--- config.mk ---
export PLATFORM = sky130hd
export DESIGN_NAME = sb_scoreboard
export DESIGN_NICKNAME = d
export VERILOG_FILES = /design/src/rtl/sb_pkg.sv /design/src/rtl/sb_fu_timer.sv /design/src/rtl/sb_wb_arbiter.sv /design/src/rtl/sb_scoreboard.sv
export SDC_FILE = /design/constraint.sdc
export NUM_CORES = 1
export LEC_CHECK = 0
export ABC_AREA = 1
export ABC_CLOCK_PERIOD_IN_PS = 4300
export BUFFER_PORTS_ARGS = -buffer_cell sky130_fd_sc_hd__buf_4
export CAP_MARGIN = 20
export CORE_ASPECT_RATIO = 0.8
export CORE_MARGIN = 3
export CORE_UTILIZATION = 41
export CTS_CLUSTER_DIAMETER = 80
export DETAILED_ROUTE_END_ITERATION = 12
export PLACE_DENSITY_LB_ADDON = 0.1
export SKIP_LAST_GASP = 1
export SLEW_MARGIN = 10
export SYNTH_ARGS = -nofsm -noshare
export SYNTH_HDL_FRONTEND = slang
export SYNTH_SLANG_ARGS = --single-unit
export TNS_END_PERCENT = 100
--- constraint.sdc ---
create_clock -name clk -period 4.3 [get_ports clk]
set_input_delay 0.86 -clock clk [delete_from_list [all_inputs] [get_ports clk]]
set_output_delay 0.86 -clock clk [all_outputs]
set_load 0.005 [all_outputs]
--- src/rtl/sb_pkg.sv ---
// Shared constants and types for the scoreboard controller.
// Assumes a fixed set of five units; the unit number doubles as write priority.
package sb_pkg;
    localparam int NU     = 5;
    localparam int UW     = $clog2(NU);
    localparam int U_INT  = 0;
    localparam int U_ADD  = 1;
    localparam int U_MUL0 = 2;
    localparam int U_MUL1 = 3;
    localparam int U_DIV  = 4;

    typedef enum logic [1:0] {
        CL_INT = 2'd0,
        CL_ADD = 2'd1,
        CL_MUL = 2'd2,
        CL_DIV = 2'd3
    } cls_e;

    typedef enum logic [1:0] {
        PH_IDLE = 2'd0,
        PH_RD   = 2'd1,
        PH_EX   = 2'd2,
        PH_WR   = 2'd3
    } phase_e;

    // Class served by a unit number.
    function automatic cls_e unit_cls(input int u);
        case (u)
            U_INT:   return CL_INT;
            U_ADD:   return CL_ADD;
            U_DIV:   return CL_DIV;
            default: return CL_MUL;
        endcase
    endfunction
endpackage

--- src/rtl/sb_fu_timer.sv ---
// Fixed-latency stand-in for a non-pipelined functional unit datapath.
// Assumes start is only pulsed while idle; done pulses LAT cycles after start.
module sb_fu_timer #(
    parameter int LAT = 1
) (
    input  logic clk,
    input  logic rst_n,
    input  logic start,
    output logic done
);
    localparam int CW = $clog2(LAT + 1);

    logic [CW-1:0] cnt;
    logic          run;

    // Count down from LAT after each start.
    always_ff @(posedge clk) begin
        if (!rst_n) begin
            run <= 1'b0;
            cnt <= '0;
        end else if (start) begin
            run <= 1'b1;
            cnt <= CW'(LAT);
        end else if (run) begin
            if (cnt == CW'(1)) run <= 1'b0;
            cnt <= cnt - 1'b1;
        end
    end

    assign done = run && (cnt == CW'(1));
endmodule

--- src/rtl/sb_wb_arbiter.sv ---
// Fixed-priority grant of register-file write ports; lowest index wins.
// Assumes requests already passed the anti-dependence check.
module sb_wb_arbiter #(
    parameter int N     = 5,
    parameter int PORTS = 1
) (
    input  logic [N-1:0] req,
    output logic [N-1:0] gnt
);
    // Grant the first PORTS requesters in index order.
    always_comb begin
        int taken;
        taken = 0;
        gnt   = '0;
        for (int i = 0; i < N; i++) begin
            if (req[i] && taken < PORTS) begin
                gnt[i] = 1'b1;
                taken++;
            end
        end
    end
endmodule

--- src/rtl/sb_scoreboard.sv ---
// Centralized scoreboard: in-order issue, operand-read, completion and
// write-back control for five non-pipelined units. Assumes the head
// instruction holds steady until accepted; no forwarding, no speculation.
module sb_scoreboard
    import sb_pkg::*;
#(
    parameter int NREG     = 32,
    parameter int WR_PORTS = 1,
    parameter int TAGW     = 8,
    parameter int CYCW     = 16,
    parameter int LAT_INT  = 1,
    parameter int LAT_ADD  = 2,
    parameter int LAT_MUL  = 10,
    parameter int LAT_DIV  = 40
) (
    input  logic                     clk,
    input  logic                     rst_n,
    input  logic                     in_valid,
    output logic                     in_ready,
    input  logic [1:0]               in_cls,
    input  logic [$clog2(NREG)-1:0]  in_dst,
    input  logic [$clog2(NREG)-1:0]  in_src1,
    input  logic [$clog2(NREG)-1:0]  in_src2,
    output logic [UW-1:0]            iss_unit,
    output logic [NU-1:0]            rd_go,
    output logic [NU-1:0]            ex_done,
    output logic [NU-1:0]            wr_go,
    output logic [NU*TAGW-1:0]       unit_tag,
    output logic [CYCW-1:0]          cycle_no
);
    localparam int RW = $clog2(NREG);

    // Per-unit status records.
    phase_e          ph  [NU];
    logic [RW-1:0]   fi  [NU];
    logic [RW-1:0]   fj  [NU];
    logic [RW-1:0]   fk  [NU];
    logic            qjv [NU];
    logic            qkv [NU];
    logic [UW-1:0]   qj  [NU];
    logic [UW-1:0]   qk  [NU];
    logic            rj  [NU];
    logic            rk  [NU];
    logic [TAGW-1:0] tg  [NU];

    // Register-to-producer map.
    logic [NREG-1:0] rsv;
    logic [UW-1:0]   rsu [NREG];

    logic [TAGW-1:0] tag_ctr;
    logic [CYCW-1:0] cyc;
    logic [NU-1:0]   wr_req;
    logic            sel_ok;
    logic [UW-1:0]   sel_u;
    logic            fire;
    logic            int_cls;
    logic            j_rdy, k_rdy;

    // Choose the lowest-numbered idle unit of the head's class.
    always_comb begin
        sel_ok = 1'b0;
        sel_u  = '0;
        for (int u = NU - 1; u >= 0; u--) begin
            if (unit_cls(u) == cls_e'(in_cls) && ph[u] == PH_IDLE) begin
                sel_ok = 1'b1;
                sel_u  = UW'(u);
            end
        end
    end

    assign in_ready = sel_ok && !rsv[in_dst];
    assign fire     = in_valid && in_ready;
    assign iss_unit = sel_u;
    assign int_cls  = (cls_e'(in_cls) == CL_INT);

    // Source readiness at issue: no producer, or producer retiring now.
    assign j_rdy = int_cls || !rsv[in_src1] || wr_go[rsu[in_src1]];
    assign k_rdy = int_cls || !rsv[in_src2] || wr_go[rsu[in_src2]];

    // Operand read once both flags are set.
    always_comb begin
        for (int u = 0; u < NU; u++) rd_go[u] = (ph[u] == PH_RD) && rj[u] && rk[u];
    end

    // Write request: finished and no pending reader of the old value.
    always_comb begin
        for (int u = 0; u < NU; u++) begin
            wr_req[u] = (ph[u] == PH_WR);
            for (int v = 0; v < NU; v++) begin
                if (v != u && unit_cls(v) != CL_INT && ph[v] == PH_RD &&
                    ((fj[v] == fi[u] && rj[v]) || (fk[v] == fi[u] && rk[v])))
                    wr_req[u] = 1'b0;
            end
        end
    end

    sb_wb_arbiter #(.N(NU), .PORTS(WR_PORTS)) u_arb (
        .req (wr_req),
        .gnt (wr_go)
    );

    for (genvar u = 0; u < NU; u++) begin : g_fu
        localparam int L = (u == U_INT) ? LAT_INT :
                           (u == U_ADD) ? LAT_ADD :
                           (u == U_DIV) ? LAT_DIV : LAT_MUL;
        sb_fu_timer #(.LAT(L)) u_tmr (
            .clk   (clk),
            .rst_n (rst_n),
            .start (rd_go[u]),
            .done  (ex_done[u])
        );
        assign unit_tag[u*TAGW +: TAGW] = tg[u];
    end

    // Record updates: phase moves, result broadcast, and issue fill.
    always_ff @(posedge clk) begin
        if (!rst_n) begin
            for (int u = 0; u < NU; u++) begin
                ph[u]  <= PH_IDLE;
                fi[u]  <= '0;
                fj[u]  <= '0;
                fk[u]  <= '0;
                qjv[u] <= 1'b0;
                qkv[u] <= 1'b0;
                qj[u]  <= '0;
                qk[u]  <= '0;
                rj[u]  <= 1'b0;
                rk[u]  <= 1'b0;
                tg[u]  <= '0;
            end
        end else begin
            for (int u = 0; u < NU; u++) begin
                if (wr_go[u]) begin
                    ph[u] <= PH_IDLE;
                end else if (rd_go[u]) begin
                    ph[u] <= PH_EX;
                    rj[u] <= 1'b0;
                    rk[u] <= 1'b0;
                end else if (ph[u] == PH_EX && ex_done[u]) begin
                    ph[u] <= PH_WR;
                end
                for (int w = 0; w < NU; w++) begin
                    if (wr_go[w] && qjv[u] && qj[u] == UW'(w)) begin
                        rj[u]  <= 1'b1;
                        qjv[u] <= 1'b0;
                    end
                    if (wr_go[w] && qkv[u] && qk[u] == UW'(w)) begin
                        rk[u]  <= 1'b1;
                        qkv[u] <= 1'b0;
                    end
                end
            end
            if (fire) begin
                ph[sel_u]  <= PH_RD;
                fi[sel_u]  <= in_dst;
                fj[sel_u]  <= in_src1;
                fk[sel_u]  <= in_src2;
                rj[sel_u]  <= j_rdy;
                rk[sel_u]  <= k_rdy;
                qjv[sel_u] <= !j_rdy;
                qkv[sel_u] <= !k_rdy;
                qj[sel_u]  <= rsu[in_src1];
                qk[sel_u]  <= rsu[in_src2];
                tg[sel_u]  <= tag_ctr;
            end
        end
    end

    // Register-result map: clear on write-back, claim on issue.
    always_ff @(posedge clk) begin
        if (!rst_n) begin
            rsv <= '0;
            for (int r = 0; r < NREG; r++) rsu[r] <= '0;
        end else begin
            for (int w = 0; w < NU; w++) begin
                if (wr_go[w]) rsv[fi[w]] <= 1'b0;
            end
            if (fire) begin
                rsv[in_dst] <= 1'b1;
                rsu[in_dst] <= sel_u;
            end
        end
    end

    // Sequence tag and cycle counter.
    always_ff @(posedge clk) begin
        if (!rst_n) begin
            tag_ctr <= '0;
            cyc     <= CYCW'(1);
        end else begin
            cyc <= cyc + 1'b1;
            if (fire) tag_ctr <= tag_ctr + 1'b1;
        end
    end

    assign cycle_no = cyc;
endmodule

==> results by group, run 1 <==
Timing
  – Setup_tns: 0 ps
  – Worst Max-Slew Pin Slew: around 1100 ps
  – Slew margin rel.: between 20 and 30%
  – RSZ-0062 raised after global routing: false
  – Worst Hold Slack: 432 ps
  – Fmax achieved: roughly 250 MHz
  – Setup ws final: approximately 240 ps
  – Crit path time final: roughly 4100 ps
  – Final Max Slew Viols: 0
  – Final setup viols: 0
  – Period utilization: between 90 and 100%
  – Clock Skew: about 26 ps
  – Final Hold Vio Count: 0

Finish
  – Leading cell type in the layout, fill and taps excluded: nand2_1
  – Post-Layout Inst Area: 24100 um^2
  – Nets: 3112
  – Area grow syn2layout: 15.0%
  – Most frequent cells in the layout: nand2_1 (696), nor2_1 (579), nand3_1 (295)
  – Share of layout cells above drive strength 1: about 9.7%

Clock network
  – CTS tree: built
  – H-Tree Depth: 2
  – Clock root buffer: clkbuf_16
  – # Post-CTS Setup Buffers: 0
  – Skew-Pair Late Insertion Delay: 580 ps
  – Post-cts resize count: 0
  – CTS buffer count: 38
  – Clk pin slew, worst setup/hold paths: 70 ps
  – TritonCTS Sinks: about 340
  – Post-CTS Hold Buffers: 0
  – Maximum root-to-sink buffer count: 3

Critical path
  – Crit. End Element: output pin
  – Reg2reg start: fi[0][0]
  – R2R setup slack: ~800 ps
  – Worst EP required: between 3000 and 4000 ps
  – Worst Setup SP: fi[0][0]
  – Worst setup SP type: flip-flop
  – Reg2reg path depth: 16
  – Crit path DAT: 3200 ps
  – Crit-path max FO: 16
  – WS Path Type: flip-flop to output pin
  – R2R Path End: rsv[9]

Hold path
  – HP Start: cycle_no[0]
  – Hold Path Stages: 1
  – Min-Delay Endpoint: cycle_no[0]
  – Hold crit path type: flip-flop to flip-flop

Power and ir drop
  – Switching share of total power: between 20% and 30%
  – Int Pwr: 0.00600 W
  – Psw: between 0.002 and 0.0025 W
  – PwrDens: around 350 nW/um^2
  – Combinational power share: between 10% and 20%
  – Worst vdd ir: 0.251 mV
  – Sequential share of power: between 40% and 50%
  – Lkg Pwr: 10.1 nW
  – Clock share of power: around two fifths

Route
  – Met3 wire length: between 10000 and 15000 um
  – Post-detailed-route count of antenna-violating nets: 0
  – DR vias/cell: just under 6
  – 1st-iter DRT viols: 3366
  – Residual DRC: 0
  – Drt pass-1 iters: 6
  – DR WL/cell: between 20 and 25 um
  – Post-Route WL: between 80000 and 90000 um
  – Via Count: around 22000
  – Met2 WL post-DR: ~35000 um
  – Uppermost layer routed: met4
  – Wl on met1: roughly 38000 um

Floorplan
  – DIE AREA: around 54000 um^2
  – Initial Util: roughly two fifths
  – Die Height: 208 um
  – I/O pins: 95
  – Cell row count: 73
  – Die width: ~260 um
  – Core area: about 50000 um^2

Status
  – Status: finished, final reports clean

Global routing
  – GRT Resource Usage Total: 31.9%
  – Grt total ovfl: 0
  – Initial antenna violation count: 1
  – First-pass GRT wire length: ~130000 um
  – Vias in the first global route: about 20000
  – Pin count of the biggest net entering global routing: 71

Yosys
  – Ys async rst share: 0%
  – Post-synthesis cell area: between 20000 and 25000 um^2
  – Avg Cell Area, Syn: approximately 7 um^2
  – Netlist cell types: 40
  – Mapped Cells: ~3000
  – EDFF count, synth: between 200 and 250
  – Synthesized flop and latch total: 339
  – Ys Warns: 0
  – Most used DFF post-synth: edfxtp_1
  – Register area share after synthesis: around 44%

Placed design
  – Final GP Congestion: around 1.1
  – Buffers on Ports: 94
  – Post-DP Area: roughly 23000 um^2
  – DP HPWL: roughly 64000 um
  – Dpl ws: 184 ps

Job
  – Max cap viols: 0
-- power groups by stage --
| stage | Sequential (W) | Clock, W | Combinational, W |
|---|---|---|---|
| 4_1_cts | 0.00374 | 0.00356 | 0.00109 |
| 5_1_grt | 0.00376 | 0.00369 | 0.00121 |
| 3_3_place_gp | 0.00381 | 0 | 0.00107 |
| 6_report | 0.00375 | 0.00350 | 0.00113 |
| 2_1_floorplan | 0.00377 | 0 | 0.000637 |
| 3_5_place_dp | 0.00381 | 0 | 0.00108 |
-- metrics by stage --
step	utilization (%)	std cells	power, W
after CTS	48.1	3788	0.00839
after global placement	45.4	3718	0.00488
after detailed placement	45.4	3718	0.00490
final	48.1	3789	0.00838
after floorplan	-	2988	0.00440
after global routing	48.1	3788	0.00866
-- Yosys cell counts (2+ instances only) --
library cell,n,area [um^2]
nand2_1,696,2610
nor2_1,580,2180
nand3_1,295,1480
inv_1,280,1050
edfxtp_1,249,7480
o21ai_0,204,1020
nor3_1,136,681
a21oi_1,124,621
dfxtp_1,90,1800
clkbuf_1,71,267
buf_2,54,270
nand4_1,53,332
buf_4,20,150
o22ai_1,17,106
o221ai_1,12,105
o211ai_1,11,82.6
nor4_1,10,62.6
o31ai_1,10,75.1
buf_1,9,33.8
ha_1,9,113
inv_2,8,30.0
clkinv_1,6,22.5
nor2_2,5,31.3
xor2_1,5,43.8
a31oi_1,4,25.0
nor3_4,4,65.1
nand3b_1,3,22.5
o21ai_1,3,15.0
or2_2,3,18.8
a21boi_0,2,15.0
buf_6,2,22.5
nand2_2,2,12.5
nor2_4,2,22.5
o21a_1,2,15.0
-- logic make-up (layout without fill, tap and decap cells) --
family                     count (synthesis)  in the layout  share of synthesized area (%)
other                                      1              3                         0.0179
adders and majority gates                  9              9                          0.538
xor gates and xnor gates                   6              6                          0.251
AOI/OAI and AO/OA                        389            389                           9.95
buffers and inverters                    451            576                           8.85
and+or+nand+nor                         1792           1792                           36.0
DFF                                      339            339                           44.4
-- routing by layer --
metal | GRT usage, % | up-vias
met3 | 10.0 | 196
met1 | 46.8 | 10300
met5 | 0 | -
met4 | 10.0 | 0
met2 | 44.6 | 1457
li1 | - | 10100
-- critical path, cell delays in order (launching register included) --
cell and delay [ps]:
edfxtp_1 620, inv_2 280, nand2_1 130, nand2_1 60
nor2_1 90, nand3_1 90, nand2_1 200, nand2_1 110
nand3_1 180, nor2_2 90, nor3_1 540, buf_4 230
-- sequential cells by signal, summed over array words and instances, names as in the netlist, 8 cells and up --
name / flops
fj: 20
cycle_no: 16
g_fu.u_tmr.cnt: 17
tag_ctr: 8
fk: 20
ph: 10
rsv: 32
tg: 40
fi: 25
rsu: 96
qj: 15
qk: 15
-- worst max path at each step --
| stage | to | slack (ps) | depth (start not counted) |
|---|---|---|---|
| after CTS | wr_go[2] | 310 | 11 |
| after detailed placement | rsu[2][0] | 180 | 17 |
| after floorplan | fi[3][0] | 970 | 15 |
| after global placement | rsu[29][1] | 250 | 17 |
| final | wr_go[2] | 240 | 11 |
| after global routing | wr_go[2] | 80 | 10 |
-- cell type report --
cell class	count	area [um^2]
well taps	675	845
fillers	5097	26000
clock buffers	44	1000
inverters	295	1110
diodes	1	2.50
repair buffers	211	1680
flip-flops and latches	339	9280
clock inverters	26	330
multi-input cells	2198	9800
Note: power is estimated with default switching activity, not from simulation.
==> run 2, diff against run 1 <==
Settings changed: CELL_PAD_IN_SITES_DETAIL_PLACEMENT from default to 0, CELL_PAD_IN_SITES_GLOBAL_PLACEMENT from default to 1.
==> run 2 against run 1 <==
Compared with the run above: critical path depth rose by 4; largest power group unchanged; combinational power barely moved; clock power barely moved; largest cell class unchanged; register-to-register slack got worse by 400 ps.
==> results by group, run 2 (synthesis gave the netlist of run 1 again) <==
Placed design
  – Buffers on Ports: 94 (unchanged)
  – Placed Cells: 3711 (-0.19%)
  – Post-DP Area: 22600 um^2 (-0.35%)
  – Final GP Congestion: 0.964 (-8.3%)
  – DP HPWL: 68300 um (+6.9%)

Clock network
  – Post-cts resize count: 0 (unchanged)
  – CTS buffer count: 38 (unchanged)
  – # Post-CTS Setup Buffers: 0 (unchanged)
  – Post-CTS Hold Buffers: 0 (unchanged)
  – Clock root buffer: clkbuf_16
  – CTS tree: built
  – Skew-Pair Late Insertion Delay: 590 ps (about the same)
  – H-Tree Depth: 2 (unchanged)
  – Maximum root-to-sink buffer count: 3 (unchanged)
  – Clk pin slew, worst setup/hold paths: 60 ps (about the same)
  – TritonCTS Sinks: 339 (unchanged)

Timing
  – Fmax achieved: 241 MHz (-2.3%)
  – Crit path time final: 4150 ps (+94.7 ps)
  – Final Max Slew Viols: 0 (unchanged)
  – Final setup viols: 0 (unchanged)
  – Clock Skew: 38.8 ps (+13.3 ps)
  – Setup_tns: 0 ps (unchanged)
  – Slew margin rel.: 31.9% (+2.1 points)
  – RSZ-0062 raised after global routing: true
  – Final Hold Vio Count: 0 (unchanged)
  – Worst Max-Slew Pin Slew: 1020 ps (-33.8 ps)
  – Period utilization: 96.6% (+2.2 points)

Power and ir drop
  – PwrDens: 351 nW/um^2 (+0.66%)
  – Final Power: 0.00841 W (+0.35%)
  – Lkg Pwr: 9.99 nW (-0.60%)
  – Worst vdd ir: 0.357 mV (+42%)

Finish
  – Most frequent cells in the layout: nand2_1 (696), nor2_1 (579), nand3_1 (293)
  – Post-Layout Inst Area: 24000 um^2 (-0.31%)
  – Area grow syn2layout: 14.6%
  – FF/Latch Area: 9280 um^2 (unchanged)
  – Nets: 3105 (-0.22%)
  – Area of the multi-input gates: 9820 um^2 (+0.15%)
  – Filler Cell Count: 5178 (+1.6%)
  – Regs by FF count: rsu x96, tg x40, rsv x32
  – Share of layout cells above drive strength 1: 9.60% (-0.10 points)
  – Max FFs per register: 96 (unchanged)
  – Top reg by flops: rsu
  – Antenna cells: 0 (-1)
  – Leading cell type in the layout, fill and taps excluded: nand2_1
  – Post-Layout Cell Count: 3780 (-0.24%)

Route
  – 1st-iter DRT viols: 3210 (-4.6%)
  – Post-Route WL: 93200 um (+5.9%)
  – DR vias/cell: 5.84 (+0.32%)
  – DR WL/cell: 24.7 um (+6.1%)
  – Post-detailed-route count of antenna-violating nets: 0 (unchanged)
  – Via Count: 22100 (+0.086%)
  – Residual DRC: 0 (unchanged)
  – Drt pass-1 iters: 6 (unchanged)

Critical path
  – Worst EP required: 3440 ps (about the same)
  – Crit path DAT: 3290 ps (+90 ps)
  – Worst setup SP type: flip-flop
  – Crit-path max FO: 9 (-7)
  – WS Path Type: flip-flop to output pin
  – Crit. End Element: output pin

Job
  – Max cap viols: 0 (unchanged)

Hold path
  – Hold crit path type: flip-flop to flip-flop

Global routing
  – Initial antenna violation count: 1 (unchanged)
  – GRT Resource Usage Total: 33.8% (+1.9 points)
  – First-pass GRT wire length: 135000 um (+4.4%)
  – Pin count of the biggest net entering global routing: 81 (+14%)
  – Grt total ovfl: 0 (unchanged)
  – Vias in the first global route: 20200 (-0.68%)

Floorplan
  – DIE AREA: 53800 um^2 (unchanged)
  – Die Height: 208 um (unchanged)
  – Die width: 259 um (unchanged)
  – I/O pins: 95 (unchanged)
  – Initial Util: 41.8% (unchanged)
  – Core area: 50100 um^2 (unchanged)
  – Cell row count: 73 (unchanged)

Status
  – Status: finished, final reports clean
## run 2: report_power, final
| group | total, W | switching, W | internal (W) | leakage (nW) |
|---|---|---|---|---|
| combinational | 0.00115 | 0.000844 | 0.000303 | 6.04 |
| clock | 0.00351 | 0.00145 | 0.00207 | 0.645 |
| sequential | 0.00375 | 0.000117 | 0.00363 | 3.31 |
| total | 0.00841 | 0.00241 | 0.00600 | 9.99 |
## run 2: metrics by stage
stage,util (%),hold slack (ps),setup slack [ps]
3_5_place_dp,45.2,455,395
4_1_cts,47.9,473,104
2_1_floorplan,-,412,970
6_report,47.9,477,145
3_3_place_gp,45.2,452,482
5_1_grt,47.9,496,-6.72
## run 2: path summary, 6_finish.rpt
check	slack, ps	endpoint	cells after the start	start
setup / recovery	150	wr_go[4]	15	fi[0][2]
hold / removal	480	cycle_no[15]	1	cycle_no[15]
setup reg to reg	390	rsv[26]	18	fi[0][2]
hold reg to reg	480	cycle_no[15]	1	cycle_no[15]
## run 2: worst max-delay path, cell delays in order (launching register included)
cell	delay, ps
edfxtp_1	390
clkinvlp_4	340
buf_4	280
nand2_1	60
nand2_1	60
nor2_1	120
nand3_1	120
nand2_1	200
nand2_1	110
inv_1	80
nor2_1	50
nand2_2	190
nand3_1	200
nor2_2	180
buf_4	210
buf_4	130
## run 2: metal layers
metal / part of all wire, % / vias to the layer above / GRT usage, %
met5: 0.0097 / - / 0
met4: 3.3 / 2 / 10.4
met3: 12 / 203 / 8.12
met2: 41 / 1332 / 47.6
met1: 44 / 10500 / 50.8
li1: - / 10100 / -
## run 2: cell type report
type,count,area share [%]
sequential,339,38.7
clock buffer,46,4.22
tap,675,3.52
timing repair buffer,204,6.65
clock inverter,23,1.35
multi-input combinational,2198,40.9
inverter,295,4.64
